[config.mk]
export PLATFORM = sky130hd
export DESIGN_NAME = standby_wake_seq
export DESIGN_NICKNAME = d
export VERILOG_FILES = /design/src/rtl/swk_pkg.sv /design/src/rtl/swk_datapath.sv /design/src/rtl/swk_ctrl.sv /design/src/rtl/standby_wake_seq.sv
export SDC_FILE = /design/constraint.sdc
export NUM_CORES = 1
export LEC_CHECK = 0
export ABC_AREA = 1
export BUFFER_PORTS_ARGS = -buffer_cell sky130_fd_sc_hd__buf_4
export CORE_MARGIN = 1
export CORE_UTILIZATION = 23
export DETAILED_ROUTE_END_ITERATION = 10
export HOLD_SLACK_MARGIN = 0.15
export SYNTH_ARGS = -nofsm -noshare
export SYNTH_HDL_FRONTEND = slang
export SYNTH_SLANG_ARGS = --single-unit
[constraint.sdc]
create_clock -name clk -period 4.7 [get_ports clk]
set_input_delay 0.705 -clock clk [delete_from_list [all_inputs] [get_ports clk]]
set_output_delay 0.705 -clock clk [all_outputs]
set_load 0.03 [all_outputs]
[src/rtl/swk_pkg.sv]
package swk_pkg;
  typedef enum logic [2:0] {
    ST_IDLE, ST_STANDBY, ST_STABILIZE, ST_INT_ACK, ST_BUS_GRANT, ST_RUN
  } swkState_t;

  typedef struct packed {
    logic oscOn;
    logic clkOn;
    logic busFloat;
    logic busAck;
    logic intAck;
    logic cntClr;
    logic cntInc;
  } swkCtl_t;
endpackage

[src/rtl/swk_datapath.sv]
module swk_datapath
  import swk_pkg::*;
#(
  parameter int STAB_COUNT = 131072
) (
  input  logic    clk,
  input  logic    rst,
  input  swkCtl_t ctl,
  output logic    stabDone,
  output logic    oscEn,
  output logic    clkEn,
  output logic    busFloat,
  output logic    busAck,
  output logic    intAck
);
  localparam int CW = (STAB_COUNT > 2) ? $clog2(STAB_COUNT) : 1;
  localparam logic [CW-1:0] LAST = CW'(STAB_COUNT - 1);

  logic [CW-1:0] stabCnt;

  always_ff @(posedge clk) begin
    if (rst || ctl.cntClr) stabCnt <= '0;
    else if (ctl.cntInc && stabCnt != LAST) stabCnt <= stabCnt + 1'b1;
  end

  assign stabDone = ctl.cntInc && (stabCnt == LAST);
  assign oscEn    = ctl.oscOn;
  assign clkEn    = ctl.clkOn;
  assign busFloat = ctl.busFloat;
  assign busAck   = ctl.busAck;
  assign intAck   = ctl.intAck;

  // the acknowledge is a single-cycle pulse
  a_r7_ack_pulse: assert property (@(posedge clk) disable iff (rst)
    intAck |=> !intAck);
  // counter only advances while stabilizing and never wraps past the limit
  a_r4_cnt_bound: assert property (@(posedge clk) disable iff (rst)
    (stabCnt == LAST && ctl.cntInc) |=> (stabCnt == LAST || stabCnt == '0));
endmodule

[src/rtl/swk_ctrl.sv]
module swk_ctrl
  import swk_pkg::*;
(
  input  logic    clk,
  input  logic    rst,
  input  logic    modeSel6,
  input  logic    modeSel3,
  input  logic    ioStopEn,
  input  logic    sleepStb,
  input  logic    busExitEn,
  input  logic    irq,
  input  logic    busReq,
  input  logic    stabDone,
  output swkCtl_t ctl
);
  swkState_t state, nextState;
  logic armOk, wakeBus, wakeReq;

  assign armOk   = sleepStb && modeSel6 && !modeSel3 && ioStopEn;
  assign wakeBus = busReq && busExitEn;
  assign wakeReq = irq || wakeBus;

  always_comb begin
    nextState = state;
    case (state)
      ST_IDLE, ST_RUN: if (armOk) nextState = ST_STANDBY;
      ST_STANDBY:      if (wakeReq) nextState = ST_STABILIZE;
      ST_STABILIZE: begin
        if (!wakeReq)     nextState = ST_STANDBY;
        else if (stabDone) nextState = wakeBus ? ST_BUS_GRANT : ST_INT_ACK;
      end
      ST_INT_ACK:      nextState = ST_RUN;
      ST_BUS_GRANT:    if (!busReq) nextState = irq ? ST_INT_ACK : ST_RUN;
      default:         nextState = ST_IDLE;
    endcase
  end

  always_ff @(posedge clk) begin
    if (rst) state <= ST_IDLE;
    else     state <= nextState;
  end

  always_comb begin
    ctl = '0;
    case (state)
      ST_STANDBY:   ctl.cntClr = 1'b1;
      ST_STABILIZE: begin ctl.oscOn = 1'b1; ctl.cntInc = 1'b1; end
      ST_INT_ACK:   begin ctl.oscOn = 1'b1; ctl.clkOn = 1'b1; ctl.intAck = 1'b1; end
      ST_BUS_GRANT: begin
        ctl.oscOn = 1'b1; ctl.clkOn = 1'b1; ctl.busFloat = 1'b1; ctl.busAck = 1'b1;
      end
      default:      begin ctl.oscOn = 1'b1; ctl.clkOn = 1'b1; end
    endcase
  end

  // without the full arming condition the core keeps running
  a_r2_no_false_arm: assert property (@(posedge clk) disable iff (rst)
    ((state == ST_IDLE || state == ST_RUN) && !armOk) |=> state != ST_STANDBY);
  // clocks cannot return before the counter reports completion
  a_r4_wait_done: assert property (@(posedge clk) disable iff (rst)
    (state == ST_STABILIZE && !stabDone) |=> (state == ST_STABILIZE || state == ST_STANDBY));
  // losing the wake request during the count aborts back to standby
  a_r5_abort: assert property (@(posedge clk) disable iff (rst)
    (state == ST_STABILIZE && !wakeReq) |=> state == ST_STANDBY);
  // a bus request without its exit enable leaves standby untouched
  a_r6_bus_ignored: assert property (@(posedge clk) disable iff (rst)
    (state == ST_STANDBY && !irq && !busExitEn) |=> state == ST_STANDBY);
  // a released bus request ends the grant on the next edge
  a_r9_release: assert property (@(posedge clk) disable iff (rst)
    (state == ST_BUS_GRANT && !busReq) |=> state != ST_BUS_GRANT);
endmodule

[src/rtl/standby_wake_seq.sv]
module standby_wake_seq
  import swk_pkg::*;
#(
  parameter int STAB_COUNT = 131072
) (
  input  logic clk,
  input  logic rst,
  input  logic modeSel6,
  input  logic modeSel3,
  input  logic ioStopEn,
  input  logic sleepStb,
  input  logic busExitEn,
  input  logic irq,
  input  logic busReq,
  output logic oscEn,
  output logic clkEn,
  output logic busFloat,
  output logic busAck,
  output logic intAck
);
  swkCtl_t ctl;
  logic    stabDone;

  swk_ctrl i_ctrl (
    .clk(clk), .rst(rst), .modeSel6(modeSel6), .modeSel3(modeSel3),
    .ioStopEn(ioStopEn), .sleepStb(sleepStb), .busExitEn(busExitEn),
    .irq(irq), .busReq(busReq), .stabDone(stabDone), .ctl(ctl)
  );

  swk_datapath #(.STAB_COUNT(STAB_COUNT)) i_dp (
    .clk(clk), .rst(rst), .ctl(ctl), .stabDone(stabDone),
    .oscEn(oscEn), .clkEn(clkEn), .busFloat(busFloat),
    .busAck(busAck), .intAck(intAck)
  );

  // bus acknowledge always comes with floated pads and running clocks
  a_r8_ack_float: assert property (@(posedge clk) disable iff (rst)
    $rose(busAck) |-> (busFloat && clkEn));
  // the clocks are never on while the oscillator is off
  a_r3_clk_needs_osc: assert property (@(posedge clk) disable iff (rst)
    clkEn |-> oscEn);
endmodule

## Word-level counts from Yosys, hierarchy flattened

Index checks and enable logic that the tools add are counted.

- Add/subtract/negate cells: 1
- Equality and inequality tests: 11
- Multiplexer cells: 14
- Reductions and logical operators: 13

Operator list:

| cell | count |
|---|---|
| $mux W3 | 7 |
| $add A17 B1 Y17 const B | 1 |
| $eq A17 B17 Y1 const B | 1 |
| $ne A17 B17 Y1 const B | 1 |
| $pmux W3 S5 | 1 |
| $eq A3 B2 Y1 const B | 2 |
| $eq A3 B3 Y1 const B | 2 |
| $logic_and A1 B1 Y1 | 6 |
| $mux W1 | 5 |
| $ne A2 B1 Y1 const B | 2 |
| $reduce_and A4 Y1 | 1 |
| $reduce_or A2 Y1 | 2 |
| $eq A3 B1 Y1 const B | 1 |
| $logic_not A3 Y1 | 1 |
| $ne A3 B2 Y1 const B | 1 |
| $logic_or A1 B1 Y1 | 2 |
| $mux W2 | 1 |
| $ne A2 B2 Y1 const B | 1 |
| $logic_not A1 Y1 | 1 |

- Register bits: 20
- Input bits: 9
- Output and inout port bits: 5
- Logic and storage cells: 41

## Longest topological paths before layout

Gate-level depths: netlist (run 1).

- Word-level depth: 6
- Gate-level depth with buffers: 17

## Hierarchy

From an unflattened synthesis (run 1), not the netlist that was laid out.

- Cell total of the unflattened synthesis: 209
- Area total of the unflattened synthesis: 1,303.8 um2

By module, submodules not included:

| module | instances | cells each | area each (um2) |
|---|---|---|---|
| swk_datapath | 1 | 150 | 996.0 |
| swk_ctrl | 1 | 59 | 307.8 |

## Worst setup path after synthesis (run 1)

Ideal clock, no wire load.

- Kind: reg2out
- Start point: reg i_ctrl.state[2]
- End point: out clkEn
- Arrival: 1,174 ps
- Setup slack: 2,821 ps
- Stages on the path, launching flop included: 5
- Buffers on the path: 0
- Cells stage by stage: dfxtp_1 inv_2 nand3_2 inv_1 nor2_1

- Word-level cells in the longest chain between the ends: 3
- Elaborated cells between the ends (all ways): 4

Ends and longest elaborated chain:

| what | RTL line | text |
|---|---|---|
| from (decl) | swk_ctrl.sv:16 | `swkState_t state, nextState;` |
| from (signal assigned) | swk_ctrl.sv:40 | `else state <= nextState;` |
| $eq A3 B2 Y1 / $eq A3 B1 Y1 (equally long branches) | swk_ctrl.sv:45 | `case (state)` |
| $reduce_or A2 Y1 (no source line) * | -- |  |
| $mux W1 * | swk_ctrl.sv:45 |  |
| to (decl) | standby_wake_seq.sv:16 | `output logic clkEn,` |

Mark *: on every way between the ends. The rest lies on a longest branch, timed or not.

## Final worst setup path (run 1)

- Start point: reg i_dp.stabCnt[0]
- End point: reg i_dp.stabCnt[15]

- Word-level cells in the longest chain between the ends: 2
- Elaborated cells between the ends (all ways): 3

Ends and longest elaborated chain:

| what | RTL line | text |
|---|---|---|
| from (decl) | swk_datapath.sv:19 | `logic [CW-1:0] stabCnt;` |
| from (signal assigned) | swk_datapath.sv:23 | `else if (ctl.cntInc && stabCnt != LAST) stabCnt <= stabCnt + 1'b1;` |
| branches (longest 2 deep; another with $add A17 B1 Y17) | -- |  |

Parallel ways; which one is timed is not known.
A chain may end at the register's enable or synchronous reset.

==> impl_metrics.json, run 1 <==
{
  "maxSlewHeadroom": 0.7743,
  "postLayoutCellArea_um2": 1413,
  "grt_max_degree": 18,
  "cp_max_fo": 6,
  "place_ws_ns": 2.666,
  "grt_antenna_before_repair": 0,
  "drive_above_1_share": 0.1700,
  "setup-tns-final_ns": 0,
  "num_io_pins": 14,
  "wl_um": 2347,
  "switchingPower_mw": 0.1524,
  "worst_pin_slew_ns": 0.3381,
  "grt_pass1_vias": 983,
  "rows": 25,
  "vias_per_cell": 4.034,
  "clockPowerShare": 0.297,
  "ys.flop_type": "dfxtp_1",
  "synth_edf_count": 0,
  "fin_crit_ns": 2.050,
  "placed_area_um2": 1358,
  "crit-reg2reg-capture": "i_dp.stabCnt[15]$_SDFFE_PP0P_",
  "path_class": "flip-flop to flip-flop",
  "grt_use_total": 0.09555,
  "die_x_um": 74.31,
  "worstSkewPairLatency_ns": 0.26,
  "pwr-share-seq": 0.422,
  "cts_resized": 0,
  "cts_made_buffers": 3,
  "reg2reg_slack_ns": 2.65,
  "num_vias": 1077,
  "vdd.ir_drop.worst_v": 0.0001452,
  "seq_area_frac_synth": 0.3330,
  "area.growth.synth_to_final_pct": 17.48,
  "cp_data_required_time_ns": 4.90,
  "intPower_mw": 0.2953,
  "die_h_um": 74.31,
  "drc": 0,
  "setup_viol": 0,
  "layout_commonest_cell": "nand2_1",
  "syn_nets": 197,
  "arrival_ns": 2.25,
  "grt_pass1_wl_um": 4057,
  "cts_max_level": 1,
  "finClkSkew_ns": 0.0009182,
  "ff2ff_path_depth": 15,
  "drtIter0Drc": 92,
  "netlist_instances": 186,
  "slew_violations": 0,
  "clk_pin_slew_ns": 0.07,
  "syn_area_um2": 1202,
  "root_buffer": "clkbuf_8",
  "clkSinkCount": 20,
  "outcome": "complete, no violations",
  "firstDrtPassIters": 4,
  "synthArstFlopShare": 0,
  "portBuffers": 13,
  "maxCapViolations": 0,
  "cts_setup_buffers": 0,
  "crit_path_end_kind": "flip-flop",
  "min_path_type": "flip-flop to flip-flop",
  "clk_path_buf_depth": 2,
  "overflow": 0,
  "gp_congestion": 0.7787,
  "hold_viol_final": 0,
  "avgSynthCellArea_um2": 6.465,
  "swShare": 0.3405,
  "hold_buffers": 0,
  "n_antenna_cell": 0,
  "pwr-share-comb": 0.281,
  "drtAntennaViolNets": 0,
  "setup.worst_path.end": "i_dp.stabCnt[15]$_SDFFE_PP0P_",
  "timing.rr.start": "i_dp.stabCnt[0]$_SDFFE_PP0P_",
  "fp.coreArea_um2": 4880,
  "die-area_um2": 5521,
  "hpwl_um": 1802,
  "timing.final.ws_setup_ns": 2.650,
  "cp-startpoint": "i_dp.stabCnt[0]$_SDFFE_PP0P_",
  "nNetsFinal": 212,
  "tritoncts": "built",
  "power_per_cell_area_nw_per_um2": 317.0,
  "start_kind": "flip-flop",
  "yosysUniqueCellTypes": 22,
  "grt_setup_unrepaired": "false",
  "layout_common_cells": "nand2_1 (39), nor2_1 (29), inv_1 (28)",
  "ys_warn_count": 0,
  "fin_crit_sh": 0.4362,
  "ys_ff_latch": 20,
  "start_util": 0.2464,
  "max_freq_ghz": 0.4877,
  "p_leak_nw": 0.6027,
  "wl_per_cell_um": 8.790
}
## routing by layer
layer  global-route usage  up-vias  wire [um]
met1               0.1244      444       1206
li1                     -      615          -
met3              0.02981        2        109
met5                    0        -          0
met2               0.1515       16       1017
met4              0.02935        0         14
## worst max-delay path, cell delays in order, from the launching register on
cell and delay [ns]:
dfxtp_1 0.34, ha_1 0.23, nand2_1 0.07, inv_1 0.05, nand2_1 0.14, inv_1 0.05
nand2_1 0.06, nor2_1 0.04, ha_1 0.21, inv_1 0.14, nand3_4 0.14, nor2_4 0.13
nand3_2 0.12, nor2_1 0.12, nor2_1 0.05, nor2_1 0.09
## how the worst min path moves through the flow
stage	cells after the start	startpoint	end	slack [ns]
CTS	2	i_dp.stabCnt[8]$_SDFFE_PP0P_	i_dp.stabCnt[8]$_SDFFE_PP0P_	0.47
global route	2	i_dp.stabCnt[5]$_SDFFE_PP0P_	i_dp.stabCnt[5]$_SDFFE_PP0P_	0.50
finish	2	i_dp.stabCnt[8]$_SDFFE_PP0P_	i_dp.stabCnt[8]$_SDFFE_PP0P_	0.47
floorplan	2	i_dp.stabCnt[8]$_SDFFE_PP0P_	i_dp.stabCnt[8]$_SDFFE_PP0P_	0.43
global placement	2	i_dp.stabCnt[8]$_SDFFE_PP0P_	i_dp.stabCnt[8]$_SDFFE_PP0P_	0.45
detailed placement	2	i_dp.stabCnt[8]$_SDFFE_PP0P_	i_dp.stabCnt[8]$_SDFFE_PP0P_	0.46
## cells in the mapped netlist (3+ instances only)
cell     count  share of area
dfxtp_1     20           0.33
nor2_4       4          0.037
nand3_1     17          0.071
nor2_1      29          0.091
nand3_2      4          0.033
inv_1       28          0.087
inv_2        5          0.016
nand2_1     39           0.12
nand4_1      3          0.016
o21ai_0     11          0.046
a21oi_1     12          0.050
## power by group through the flow
| stage | Sequential [mW] | Clock [mW] | Combinational [mW] |
|---|---|---|---|
| 2_1_floorplan | 0.184 | 0 | 0.110 |
| 3_3_place_gp | 0.192 | 0 | 0.126 |
| 3_5_place_dp | 0.193 | 0 | 0.127 |
| 4_1_cts | 0.189 | 0.139 | 0.128 |
| 5_1_grt | 0.191 | 0.144 | 0.141 |
| 6_report | 0.189 | 0.133 | 0.126 |
## flip-flops by register name, summed over array words and instances (netlist names)
signal        count
i_ctrl.state      3
i_dp.stabCnt     17
## final cells by class
cell class / instances / area [um2]
Inverter: 33 / 123.9
Sequential cell: 20 / 400.4
Fill cell: 547 / 3467
Tap cell: 67 / 83.83
Multi-Input combinational cell: 130 / 651.9
Clock buffer: 4 / 55.05
Timing Repair Buffer: 13 / 97.59
## through the flow
step                      power (mW)    util  hold slack (ns)  std cells
after floorplan               0.2936       -           0.4267        186
after global placement        0.3189  0.2782           0.4488        263
after detailed placement      0.3199  0.2782           0.4556        263
after CTS                     0.4552  0.2895           0.4676        267
after global routing          0.4756  0.2895           0.4972        267
final                         0.4478  0.2895           0.4656        267
## cell families after synthesis
kind of cell             share of synthesized area
adder cells (fa/ha/maj)                    0.02081
flip-flops                                  0.3330
AO/OA/AOI/OAI                               0.1113
buffers and inverters                       0.1249
AND/OR/NAND/NOR                             0.4100
Note: power is estimated with default switching activity, not from simulation.
==> run 2, diff against run 1 <==
ABC_AREA = 0   (was 1)
clock period = 2.1 ns   (was 4.7 ns; I/O delays follow)
==> run 2 against run 1 <==
  * The run now ends with negative setup slack left
  * Clock power rose by 88%
  * Die area fell by 8.0%
  * Sequential power rose by 100%
  * Wire length rose by 19%
  * Sequential share of layout area fell by 3.2 points
  * Global-route usage rose by 1.6 points
==> impl_metrics.json, run 2 <==
{
  "outcome": "finished, violations left",
  "violations": "negative setup slack",
  "largestRegisters": "i_dp.stabCnt (17), i_ctrl.state (3)",
  "fin_cells": 225,
  "wl_um": 2791,
  "slew_violations": 0,
  "start_util": 0.2466,
  "cts_max_level": 1,
  "hpwl_um": 1901,
  "place_ws_ns": -0.2205,
  "use_met1": 0.1365,
  "portBuffers": 13,
  "drtAntennaViolNets": 0,
  "grt_antenna_before_repair": 0,
  "yosysTopAreaCellShare": 0.3628,
  "yosysMostFrequentCell": "dfxtp_1",
  "placed_area_um2": 1423,
  "vdd.ir_drop.worst_v": 0.0004328,
  "start_kind": "flip-flop",
  "grt_pass1_wl_um": 4491,
  "p_leak_nw": 0.6340,
  "area.growth.synth_to_final_pct": 45.01,
  "clk_path_buf_depth": 2,
  "overflow": 0,
  "hold_viol_final": 0,
  "cp_data_required_time_ns": 2.30,
  "ys.flop_type": "dfxtp_1",
  "cts_made_buffers": 3,
  "dp.cells": 219,
  "cp_max_fo": 4,
  "grt_setup_unrepaired": "true",
  "firstDrtPassIters": 4,
  "num_vias": 1110,
  "die_h_um": 71.27,
  "synth.area.top_cells": "dfxtp_1 (36%), a21oi_1 (5.0%), nor2_1 (4.8%)",
  "clk_pin_slew_ns": 0.07,
  "grt_use_met3": 0.02954,
  "timing.final.ws_setup_ns": -0.2453,
  "root_buffer": "clkbuf_8",
  "fin_crit_sh": 1.117,
  "drive_above_1_share": 0.3584,
  "min_path_type": "primary input to flip-flop",
  "grt_pass1_vias": 1038,
  "seq_area_frac_synth": 0.3628,
  "layout_common_cells": "buf_4 (37), dfxtp_1 (18), nor2_1 (13)",
  "nNetsFinal": 186,
  "postLayoutCellArea_um2": 1600,
  "grt_max_degree": 18,
  "setup_viol": 8,
  "layout_commonest_cell": "buf_4",
  "finClkSkew_ns": 0.001563,
  "use_met2": 0.1926,
  "rows": 24,
  "num_io_pins": 14,
  "path_class": "flip-flop to flip-flop",
  "final_util": 0.3577,
  "hold_buffers": 0,
  "netlist_instances": 137,
  "synth_common_cells": "dfxtp_1 (20), nor2_1 (14), a21oi_1 (11)",
  "drc": 0,
  "syn_area_um2": 1104,
  "ys_ff_latch": 20,
  "synth_edf_count": 0,
  "tritoncts": "built",
  "clkSinkCount": 20,
  "syn_nets": 148,
  "gp_congestion": 0.7427,
  "die_x_um": 71.27,
  "maxSlewHeadroom": 0.6773,
  "fin_crit_ns": 2.345,
  "largest_reg_flops": 17,
  "crit_path_end_kind": "flip-flop",
  "synth_top_cell_by_area": "dfxtp_1",
  "drtIter0Drc": 30,
  "ys_warn_count": 0,
  "max_freq_ghz": 0.4264,
  "maxCapViolations": 0,
  "yosysUniqueCellTypes": 37,
  "worst_pin_slew_ns": 0.4841,
  "synthArstFlopShare": 0,
  "fp.coreArea_um2": 4474,
  "die-area_um2": 5079,
  "vias_per_cell": 4.933,
  "n_antenna_cell": 0,
  "top_register": "i_dp.stabCnt",
  "worstSkewPairLatency_ns": 0.26,
  "power_per_cell_area_nw_per_um2": 429.1,
  "setup-tns-final_ns": -1.034,
  "arrival_ns": 2.55,
  "wl_per_cell_um": 12.40,
  "avgSynthCellArea_um2": 8.055,
  "grt_use_total": 0.1118,
  "top_usage_layer": "met2"
}
## run 2: cell types whose count changed in the layout (fill, tap and decap cells not counted), sizes merged, moves of 3 or more
cell and change:
nor4 +4, nor3 +5, or3 +6, buf +27, nor2 -21, and3 +4
nand2b +4, inv -30, o21ai -7, xor2 +5, o21bai +3, nand2 -30
nand3 -15, xnor2 +4
## run 2: path summary, 6_finish.rpt
| path | slack, ns | endpoint | from | cells past startpoint |
|---|---|---|---|---|
| setup / recovery | -0.25 | i_dp.stabCnt[14]$_SDFFE_PP0P_ | i_dp.stabCnt[12]$_SDFFE_PP0P_ | 8 |
| hold / removal | 0.27 | i_ctrl.state[0]$_SDFFE_PP0P_ | rst | 2 |
| setup reg to reg | -0.25 | i_dp.stabCnt[14]$_SDFFE_PP0P_ | i_dp.stabCnt[12]$_SDFFE_PP0P_ | 8 |
| hold reg to reg | 0.47 | i_dp.stabCnt[16]$_SDFFE_PP0P_ | i_dp.stabCnt[16]$_SDFFE_PP0P_ | 2 |
## run 2: per-layer routing
| layer | wire length (um) | vias to the layer above |
|---|---|---|
| li1 | - | 568 |
| met1 | 1347 | 534 |
| met2 | 1370 | 4 |
| met3 | 44 | 4 |
| met4 | 28 | 0 |
| met5 | 0 | - |
## run 2: cell type report
class	instances	area, um2
inverters	3	11.26
flip-flops and latches	20	402.9
clock buffers	3	41.29
multi-input cells	107	764.5
fillers	445	2874
well taps	52	65.06
repair buffers	40	315.3
## run 2: report_power, final
| group | switching, mW | total (mW) | internal, mW |
|---|---|---|---|
| clock network | 0.122 | 0.250 | 0.128 |
| logic | 0.0302 | 0.0561 | 0.0260 |
| registers | 0.000458 | 0.380 | 0.380 |
## run 2: cell families after synthesis
family | after synthesis | share of synthesized area
buffers and inverters | 10 | 0.03968
AND/OR/NAND/NOR | 69 | 0.3492
multiplexers | 1 | 0.009071
AO/OA/AOI/OAI | 26 | 0.1451
XOR/XNOR | 9 | 0.07142
flip-flops | 20 | 0.3628
adder cells (fa/ha/maj) | 2 | 0.02267
## run 2: repair_timing
item / in CTS / in global routing
setup endpoints to repair: 10 / 13
gates resized for setup: 5 / 17
pin swaps: 4 / 15
hold endpoints to repair: 0 / 0
setup buffers: 0 / 3
## run 2: per-stage QoR
stage | hold WS, ns | power [mW]
finish | 0.2692 | 0.6867
global route | 0.2593 | 0.7194
CTS | 0.2592 | 0.6901
detailed placement | 0.4634 | 0.4415
global placement | 0.4538 | 0.4414
floorplan | 0.4047 | 0.4167
## run 2: worst max-delay path: stages (launching register included)
cell     delay [ns]
dfxtp_2        0.32
and3_4         0.17
nand4_1        0.14
nor3_2         0.05
ha_2           0.18
or4b_4         0.52
or3_4          0.36
or4_4          0.42
a21oi_2        0.11
==> run 3, diff against run 2 <==
SKIP_LAST_GASP = 1   (was unset)
==> run 3 against run 2 <==
  * The run still ends with negative setup slack left
  * Setup slack is essentially flat
  * Register-to-register slack about the same
  * Critical endpoint unchanged
  * Critical path depth unchanged
  * Die area unchanged
  * Non-clock buffer count did not move
  * Final cell count is the same
==> impl_metrics.json, run 3 (synthesis gave the netlist of run 2 again) <==
{
  "grt_pass1_wl_um": 4491,
  "clkSinkCount": 20,
  "rows": 24,
  "die-area_um2": 5079,
  "multiInputGateArea_um2": 752.0,
  "clk_pin_slew_ns": 0.07,
  "dp.cells": 219,
  "grt_setup_unrepaired": "true",
  "largest_reg_flops": 17,
  "portBuffers": 13,
  "clk_path_buf_depth": 2,
  "seqCellArea_um2": 402.9,
  "timing.final.ws_setup_ns": -0.2453,
  "slew_violations": 0,
  "area.growth.synth_to_final_pct": 43.54,
  "setup_viol": 8,
  "start_kind": "flip-flop",
  "nNetsFinal": 186,
  "layout_common_cells": "buf_4 (38), dfxtp_1 (18), nor2_1 (14)",
  "path_class": "flip-flop to flip-flop",
  "drtAntennaViolNets": 0,
  "grt_use_total": 0.1118,
  "fin_cells": 225,
  "overflow": 0,
  "hold_viol_final": 0,
  "hpwl_um": 1901,
  "arrival_ns": 2.55,
  "grt_antenna_before_repair": 0,
  "p_leak_nw": 0.6318,
  "layout_commonest_cell": "buf_4",
  "die_x_um": 71.27,
  "cts_max_level": 1,
  "power_per_cell_area_nw_per_um2": 432.5,
  "final_util": 0.3540,
  "grt_max_degree": 18,
  "place_ws_ns": -0.2205,
  "hold_buffers": 0,
  "violations": "negative setup slack",
  "vias_per_cell": 4.907,
  "top_register": "i_dp.stabCnt",
  "fin_crit_sh": 1.117,
  "wl_per_cell_um": 12.28,
  "num_vias": 1104,
  "firstDrtPassIters": 3,
  "max_freq_ghz": 0.4264,
  "num-fill-cells": 451,
  "grt_pass1_vias": 1038,
  "fin_crit_ns": 2.345,
  "gp_congestion": 0.7427,
  "worst_pin_slew_ns": 0.3509,
  "min_path_type": "primary input to flip-flop",
  "drtIter0Drc": 24,
  "cp_max_fo": 4,
  "start_util": 0.2466,
  "maxCapViolations": 0,
  "fp.coreArea_um2": 4474,
  "wl_um": 2762,
  "die_h_um": 71.27,
  "vdd.ir_drop.worst_v": 0.0004328,
  "drive_above_1_share": 0.3468,
  "crit_path_end_kind": "flip-flop",
  "tritoncts": "built",
  "cp_data_required_time_ns": 2.30,
  "worstSkewPairLatency_ns": 0.26,
  "root_buffer": "clkbuf_8",
  "num_io_pins": 14,
  "total_power_mw": 0.6850,
  "n_antenna_cell": 0,
  "largestRegisters": "i_dp.stabCnt (17), i_ctrl.state (3)",
  "maxSlewHeadroom": 0.7600,
  "drc": 0,
  "finClkSkew_ns": 0.001694,
  "cts_made_buffers": 3,
  "hold_ws_ns": 0.2684,
  "outcome": "finished, violations left"
}
run 3: cell counts in the layout (fill, tap and decap cells not counted):
No cell type changed its count.
run 3: cell type report:
class                   count  area share
flip-flops and latches     20      0.2543
repair buffers             40      0.1967
multi-input cells         107      0.4747
clock buffers               3     0.02607
well taps                  52     0.04107
inverters                   3    0.007109
run 3: per-stage QoR:
stage               setup TNS (ns)  area (um2)
floorplan                  -0.5856        1119
global placement           -0.4194        1423
detailed placement         -0.6657        1423
CTS                        -0.5745        1493
global route                -1.914        1584
finish                      -1.071        1584
run 3: final timing paths:
kind                                  from                       endpoint  slack, ns  cells after the start
min reg2reg  i_dp.stabCnt[16]$_SDFFE_PP0P_  i_dp.stabCnt[16]$_SDFFE_PP0P_       0.47                      2
min                                    rst   i_ctrl.state[0]$_SDFFE_PP0P_       0.27                      2
max          i_dp.stabCnt[12]$_SDFFE_PP0P_  i_dp.stabCnt[14]$_SDFFE_PP0P_      -0.25                      8
max reg2reg  i_dp.stabCnt[12]$_SDFFE_PP0P_  i_dp.stabCnt[14]$_SDFFE_PP0P_      -0.25                      8
run 3: report_power, final:
group          total [mW]  switching [mW]  internal (mW)
clock               0.250           0.122          0.128
sequential          0.380        0.000460          0.380
combinational      0.0543          0.0290         0.0253
total               0.685           0.152          0.533
run 3: critical path, stage by stage, from the launching register on:
cell     delay [ns]
dfxtp_2        0.32
and3_4         0.17
nand4_1        0.14
nor3_2         0.05
ha_2           0.18
or4b_4         0.52
or3_4          0.36
or4_4          0.42
a21oi_2        0.11
run 3: repair_timing:
action | CTS | global route
endpoints found under the setup margin | 10 | 13
buffers inserted | 0 | 3
pin swaps | 4 | 15
cloned | 0 | 0
gates resized for setup | 5 | 13
hold endpoints to repair | 0 | 0
run 3: per-layer routing:
metal / up-vias / global-route usage / routed length, um
met4: 0 / 0.03333 / 28
met3: 4 / 0.02954 / 48
met5: - / 0 / 0
li1: 567 / - / -
met2: 4 / 0.1926 / 1344
met1: 529 / 0.1365 / 1340
